File: src/rtl/mpd_pkg.sv
package mpd_pkg;

  // Strobes from control to the per-pattern trackers.
  typedef struct packed {
    logic clear;   // synchronous clear of all tracking state
    logic accept;  // consume bitIn on this edge
  } trackCtrl_t;

endpackage

File: src/rtl/mpd_ctrl.sv
module mpd_ctrl
  import mpd_pkg::*;
(
  input  logic       rst,
  input  logic       bitValid,
  output trackCtrl_t ctrl
);

  // Reset has priority over an incoming bit.
  always_comb begin
    ctrl.clear  = rst;
    ctrl.accept = bitValid && !rst;
  end

endmodule

File: src/rtl/mpd_track.sv
module mpd_track
  import mpd_pkg::*;
#(
  parameter int MAX_LEN = 16,
  parameter int CNT_W   = 4,
  parameter int LEN     = 3,
  parameter logic [MAX_LEN-1:0] PAT = '0
) (
  input  logic             clk,
  input  trackCtrl_t       ctrl,
  input  logic             bitIn,
  output logic [CNT_W-1:0] progress,
  output logic             hit
);

  localparam logic [CNT_W-1:0] LAST_POS = CNT_W'(LEN - 1);

  logic [CNT_W-1:0] bitIdx;
  logic             expBit;
  logic             match;
  logic             atLast;

  // Most significant pattern bit comes first in the stream.
  always_comb begin
    bitIdx = LAST_POS - progress;
    expBit = PAT[bitIdx];
    match  = (bitIn == expBit);
    atLast = (progress == LAST_POS);
  end

  always_ff @(posedge clk) begin
    if (ctrl.clear) begin
      progress <= '0;
      hit      <= 1'b0;
    end else if (ctrl.accept) begin
      if (match && atLast) begin
        progress <= '0;
        hit      <= 1'b1;
      end else if (match) begin
        progress <= progress + 1'b1;
        hit      <= 1'b0;
      end else begin
        progress <= '0;
        hit      <= 1'b0;
      end
    end else begin
      hit <= 1'b0;
    end
  end

endmodule

File: src/rtl/multi_pattern_detector.sv
module multi_pattern_detector
  import mpd_pkg::*;
#(
  parameter int NUM_PAT = 2,
  parameter int MAX_LEN = 16,
  parameter int LEN_W   = $clog2(MAX_LEN + 1),
  parameter logic [NUM_PAT*MAX_LEN-1:0] PATTERNS = {16'b110, 16'b101},
  parameter logic [NUM_PAT*LEN_W-1:0]   LENS     = {5'd3, 5'd3}
) (
  input  logic               clk,
  input  logic               rst,
  input  logic               bitValid,
  input  logic               bitIn,
  output logic [NUM_PAT-1:0] hitVec
);

  localparam int CNT_W = $clog2(MAX_LEN);

  trackCtrl_t               ctrl;
  logic [NUM_PAT*CNT_W-1:0] progressVec;

  mpd_ctrl u_ctrl (
    .rst      (rst),
    .bitValid (bitValid),
    .ctrl     (ctrl)
  );

  for (genvar gi = 0; gi < NUM_PAT; gi++) begin : g_track
    localparam int THIS_LEN = int'(LENS[gi*LEN_W +: LEN_W]);
    localparam logic [MAX_LEN-1:0] THIS_PAT = PATTERNS[gi*MAX_LEN +: MAX_LEN];

    mpd_track #(
      .MAX_LEN (MAX_LEN),
      .CNT_W   (CNT_W),
      .LEN     (THIS_LEN),
      .PAT     (THIS_PAT)
    ) u_track (
      .clk      (clk),
      .ctrl     (ctrl),
      .bitIn    (bitIn),
      .progress (progressVec[gi*CNT_W +: CNT_W]),
      .hit      (hitVec[gi])
    );
  end

endmodule

File: config.mk
export PLATFORM = sky130hd
export DESIGN_NAME = multi_pattern_detector
export DESIGN_NICKNAME = d
export VERILOG_FILES = /design/src/rtl/mpd_pkg.sv /design/src/rtl/mpd_ctrl.sv /design/src/rtl/mpd_track.sv /design/src/rtl/multi_pattern_detector.sv
export SDC_FILE = /design/constraint.sdc
export NUM_CORES = 1
export LEC_CHECK = 0
export BUFFER_PORTS_ARGS = -buffer_cell sky130_fd_sc_hd__buf_2
export CORE_AREA = 2 2 39 41
export CTS_CLUSTER_SIZE = 30
export DETAILED_ROUTE_END_ITERATION = 8
export DIE_AREA = 0 0 41 43
export PLACE_DENSITY = 0.78
export SKIP_CTS_REPAIR_TIMING = 1
export SLEW_MARGIN = 10
export SYNTH_ARGS = -nofsm -noshare
export SYNTH_HDL_FRONTEND = slang
export SYNTH_SLANG_ARGS = --single-unit
File: constraint.sdc
create_clock -name clk -period 4.4 [get_ports clk]
set_clock_uncertainty 0.1 [all_clocks]
set_input_delay 0 -clock clk [delete_from_list [all_inputs] [get_ports clk]]
set_output_delay 0 -clock clk [all_outputs]
set_load 0.02 [all_outputs]
Word level (Yosys, flattened, before mapping)
Memory sizes are Yosys's and may differ from the RTL's. Index checks and enable logic that the tools add are counted.

Register bits after elaboration: 10. Memories kept: 2. ROM bits: 32.

Muxes and demuxes: 8. Bitwise operators: 1. Add/sub/neg operators: 4. Order comparisons: 2. Equality and inequality tests: 4. Reductions and logical operators: 5.

Memory list: (no name shown) (depth 16, width 1, rd ports 1, clocked after memory_dff 0, wr ports 0, RTL line mpd_track.sv:26) `expBit = PAT[bitIdx];`; (no name shown) (depth 16, width 1, rd ports 1, clocked after memory_dff 0, wr ports 0, RTL line mpd_track.sv:26).

Operators by type and width (count): 4-bit two-way mux (4); 4-bit by 5-bit less-than comparator with 1-bit output (second input constant) (2); 4-bit by 1-bit adder with 4-bit output (second input constant) (2); 4-bit by 2-bit == test with 1-bit output (second input constant) (2); 2-bit by 4-bit subtractor with 4-bit output (first input constant) (2); 1-bit two-way mux (4); 1-bit logical AND (3); 1-bit == test (2); 2-bit OR reduction (1); 1-bit zero test (1); 1-bit inverter (1).

Logic depth before layout (Yosys ltp)
Depth in word-level cells: 6. Depth in mapped cells: 6. Mapped depth without buffers: 6.

Modules after synthesis
From an unflattened synthesis, not the netlist that was laid out.

Cell total of the unflattened synthesis: 79. Area, all modules: 718.2 um2.

By module, submodules not included: mpd_track (g_track[0].u_track) (cells each 40, area an instance 352.8 um2, times used 1); mpd_track (g_track[1].u_track) (cells each 37, area an instance 344.1 um2, times used 1); mpd_ctrl (cells each 2, area an instance 21.3 um2, times used 1).

Least setup slack after synthesis
No wires, ideal clock.

Path type: register to register. From: reg g_track[0].u_track.progress[0]. To: reg g_track[0].u_track.hit. Arrival time: 1.534 ns. Setup time: 0.116 ns. Clock period less this slack: 1.749 ns. Path slack: 2.651 ns. Data required time: 4.184 ns. Buffers on the path: 0. Stages on the path, launching flop included: 6. Path through: dfxtp_1 > ha_1 > or4_4 > and3_4 > or2_1 > and3_1.

Longest elaborated chain between the ends: 6. Elaborated cells on any way between the ends: 7. Classes of those cells: add/sub: 1; eq/ne: 2; mux: 2; reduce/logical: 1; memory: 1.

Ends and longest elaborated chain: from (decl) (RTL line mpd_track.sv:12) `output logic [CNT_W-1:0] progress,`; from (signal assigned) (RTL line mpd_track.sv:40) `progress <= progress + 1'b1;`; 2-bit by 4-bit subtractor with 4-bit output (RTL line mpd_track.sv:25) `bitIdx = LAST_POS - progress;`; memory read 16 x 1 bit; 1-bit two-way mux (implied by the code) (RTL line mpd_track.sv:26); 1-bit == test (RTL line mpd_track.sv:27) `match = (bitIn == expBit);`; 1-bit logical AND * (RTL line mpd_track.sv:36) `if (match && atLast) begin`; 1-bit two-way mux * (RTL line mpd_track.sv:36); to (signal assigned) (RTL line mpd_track.sv:34) `hit <= 1'b0;`; to (signal assigned) (RTL line mpd_track.sv:38) `hit <= 1'b1;`; to (signal assigned) (RTL line mpd_track.sv:41) `hit <= 1'b0;`; to (decl) (RTL line mpd_track.sv:13) `output logic hit`.

Mark *: on every way between the ends. The rest lies on a longest branch, timed or not. The select of a mux whose other input is x is not followed. A chain may end at the register's enable or synchronous reset.

Worst setup path in the final report
From: reg g_track[1].u_track.progress[0]. To: reg g_track[1].u_track.progress[1].

Longest elaborated chain between the ends: 6. Elaborated cells on any way between the ends: 9. Classes of those cells: add/sub: 2; eq/ne: 2; mux: 3; reduce/logical: 1; memory: 1.

Ends and longest elaborated chain (RTL line): from (decl) (mpd_track.sv:12); from (signal assigned) (mpd_track.sv:40); 2-bit by 4-bit subtractor with 4-bit output (mpd_track.sv:25); memory read 16 x 1 bit; 1-bit two-way mux (implied by the code) (mpd_track.sv:26); 1-bit == test (mpd_track.sv:27); 4-bit two-way mux / 1-bit logical AND (equally long branches) (mpd_track.sv:39, mpd_track.sv:36); 4-bit two-way mux * (mpd_track.sv:36).

Marks and branches as above.

==> flow_summary_export.csv <==
group,metric,value,unit
job,drv_cap,0,
cts,clk_path_buf_depth,2,
cts,h-tree-depth,1,
cts,cts.sinks,10,
timing,fin_crit,1.86,ns
grt,grt_start_max_net_pins,18,
timing,max_slew_margin,47.1,%
outcome,violations,"negative hold slack",
floorplan,pin_count,6,
critical_path,critical_path_class,"reg2reg",
critical_path,start_kind,"flip-flop",
timing,fin_crit_sh,42.3,%
yosys,syn-mean-instance-area,8.53,um2
timing,holdWs,-0.0162,ns
placed_design,io_buffers,5,
final_layout,synthToLayoutAreaGrowth,11.8,%
final_layout,drive_gt1_share,14.1,%
critical_path,reg2reg_to,"g_track[1].u_track.progress[1]$_SDFFE_PP0P_",
detailed_routing,ant_nets,0,
final_layout,final_cells,101,
pwr,finalPower,0.204,mW
critical_path,cp_slowest_cell,"nor4b_1",
placed_design,place_hpwl,925,um
yosys,ys_warn_count,0,
final_layout,diodes,0,
timing,hold_violations,1,
outcome,status,"finished, violations left",
timing,rsz0062_at_grt,"false",
timing,max_freq,0.537,GHz
worst_hold_path,holdCritStartpoint,"bitValid",
floorplan,die_area,0.00176,mm2
floorplan,die_x,41,um
yosys,syn_inst,78,
critical_path,cp_num_buf_inv,1,
yosys,ys_seq_area_share,30.1,%
pwr,power_leakage,0.299,nW
timing,slew_viol_final,0,
grt,antenna_found_initial,0,
cts,cts_tree,"built",
cts,cts_made_buffers,3,
critical_path,crit_path_cell_trace,"inv_1 > ha_1 > nor4b_1 > o21ai_0 > a21oi_1",
critical_path,r2r_start,"g_track[1].u_track.progress[0]$_SDFFE_PP0P_",
detailed_routing,wl_per_cell,13.5,um
grt,grt_pass1_vias,533,
worst_hold_path,hold_end,"g_track[0].u_track.progress[1]$_SDFFE_PP0P_",
worst_hold_path,worstHoldPathType,"in2reg",
pwr,vdd_drop_max,140,uV
cts,cts_root_buf,"clkbuf_4",
detailed_routing,remaining_drc_errors,0,
yosys,ys_types,34,
floorplan,num_rows,14,
timing,tightest_slew,0.783,ns
detailed_routing,firstDrtPassIters,4,
critical_path,path_max_fanout,4,
placed_design,gp_congestion,0.726,
floorplan,coreArea,0.00138,mm2
cts,clk_latency,0.27,ns
grt,overflow,0,
critical_path,cp.arrival,1.96,ns
detailed_routing,totalWireLength,1360,um
timing,setup_tns,0,ns
yosys,syn_nets,87,
final_layout,mostFrequentLayoutCells,"10 x dfxtp_1, 6 x nand2b_1, 5 x o21ai_0, 5 x ha_1, 5 x buf_2",
final_layout,nets,95,
grt,grt_pass1_wl,2170,um
worst_hold_path,hold_depth,2,
critical_path,setup.worst_path.end_class,"flip-flop",
pwr,p_per_area,275,mW/mm2
yosys,ys_seq_elements,10,
detailed_routing,vias,596,
critical_path,required,4.50,ns
critical_path,reg2reg_slack,2.54,ns
floorplan,dieHeight,43,um
placed_design,dp.cells,95,
critical_path,max_stage_delay,0.70,ns
yosys,netlist_area,666,um2
final_layout,layout_commonest_cell,"dfxtp_1",
cts,clkTransAtPathRegs,0.07,ns
detailed_routing,detail_route.vias_per_cell,5.90,
timing,setup_violations,0,
floorplan,start_util,48.1,%
critical_path,timing.reg2reg.worst_path_depth,5,
grt,grt_usage,17.8,%
detailed_routing,drt_iter0_markers,25,
critical_path,crit_family,"simple AND/OR/NAND/NOR gates",
-- cells in the mapped netlist (all sizes together) --
master | n | area (um2)
dfxtp | 10 | 200
nand2b | 6 | 37.5
ha | 5 | 62.6
o21ai | 5 | 25.0
a21oi | 4 | 20.0
nor2b | 4 | 25.0
inv | 3 | 11.3
nand2 | 3 | 11.3
nand3 | 3 | 15.0
nor3 | 3 | 20.0
nor4b | 3 | 26.3
o22ai | 3 | 18.8
and3 | 2 | 17.5
buf | 2 | 15.0
clkbuf | 2 | 7.51
nand3b | 2 | 15.0
nor2 | 2 | 7.51
xnor2 | 2 | 17.5
a21o | 1 | 7.51
a31o | 1 | 8.76
a31oi | 1 | 6.26
and2 | 1 | 6.26
and2b | 1 | 7.51
and3b | 1 | 8.76
mux2i | 1 | 10.0
nand4b | 1 | 8.76
nor3b | 1 | 7.51
o211ai | 1 | 7.51
o32ai | 1 | 8.76
or2 | 1 | 6.26
or2b | 1 | 7.51
or4 | 1 | 11.3
-- final cells by class --
type                       instances  area [um2]
clock buffer                       4        36.3
fill                             129         639
inverter                           3        11.3
multi-input combinational         61         432
sequential                        10         200
tap                               16        20.0
timing repair buffer               7        45.0
-- logic make-up (layout without fill, tap and decap cells) --
group / count (synthesis) / in the layout / synth area share [%]
compound gates: 17 / 17 / 15.4
xor+xnor: 2 / 2 / 2.63
fa+ha+maj: 5 / 5 / 9.40
buf+inv: 7 / 14 / 5.07
flops: 10 / 10 / 30.1
mux: 1 / 1 / 1.50
simple gates: 36 / 36 / 35.9
-- worst register-to-register path, stage by stage (launching register included) --
cell,delay [ns]
dfxtp_1,0.38
inv_1,0.07
ha_1,0.22
nor4b_1,0.70
o21ai_0,0.17
a21oi_1,0.16
-- registers in the layout (all words and copies together), names as in the netlist --
name and count:
g_track.u_track.hit 2, g_track.u_track.progress 8
-- per-stage QoR --
| step | hold slack (ns) | utilization (%) | setup WS, ns | instance area [um2] |
|---|---|---|---|---|
| final | -0.0162 | 53.8 | 2.54 | 744 |
| after CTS | -0.0631 | 52.4 | 2.54 | 724 |
| after global routing | 0.00597 | 53.8 | 2.42 | 744 |
| after detailed placement | 0.212 | 49.7 | 2.57 | 688 |
| after global placement | 0.204 | 49.7 | 2.61 | 688 |
| after floorplan | 0.0518 | - | 2.65 | 666 |
-- how the worst max path moves through the flow --
| stage | from | endpoint | slack, ns | cells after the start |
|---|---|---|---|---|
| global route | g_track[1].u_track.progress[0]$_SDFFE_PP0P_ | g_track[1].u_track.progress[1]$_SDFFE_PP0P_ | 2.42 | 5 |
| CTS | g_track[1].u_track.progress[0]$_SDFFE_PP0P_ | g_track[1].u_track.progress[1]$_SDFFE_PP0P_ | 2.54 | 5 |
| floorplan | g_track[0].u_track.progress[0]$_SDFFE_PP0P_ | g_track[0].u_track.hit$_SDFF_PP0_ | 2.65 | 5 |
| finish | g_track[1].u_track.progress[0]$_SDFFE_PP0P_ | g_track[1].u_track.progress[1]$_SDFFE_PP0P_ | 2.54 | 5 |
| global placement | g_track[0].u_track.progress[0]$_SDFFE_PP0P_ | g_track[0].u_track.hit$_SDFF_PP0_ | 2.61 | 5 |
| detailed placement | g_track[0].u_track.progress[0]$_SDFFE_PP0P_ | g_track[0].u_track.hit$_SDFF_PP0_ | 2.57 | 5 |
-- where the power goes --
part / internal (mW) / switching (mW)
logic: 0.0113 / 0.0128
registers: 0.0924 / 0.00286
clock network: 0.0502 / 0.0349
-- metal layers --
layer	share of wire, %	track usage [%]
met1	44	19.7
met2	50	30.0
met3	4.4	3.66
met4	1.8	8.67
met5	0	0
(Power assumes the default switching activity.)
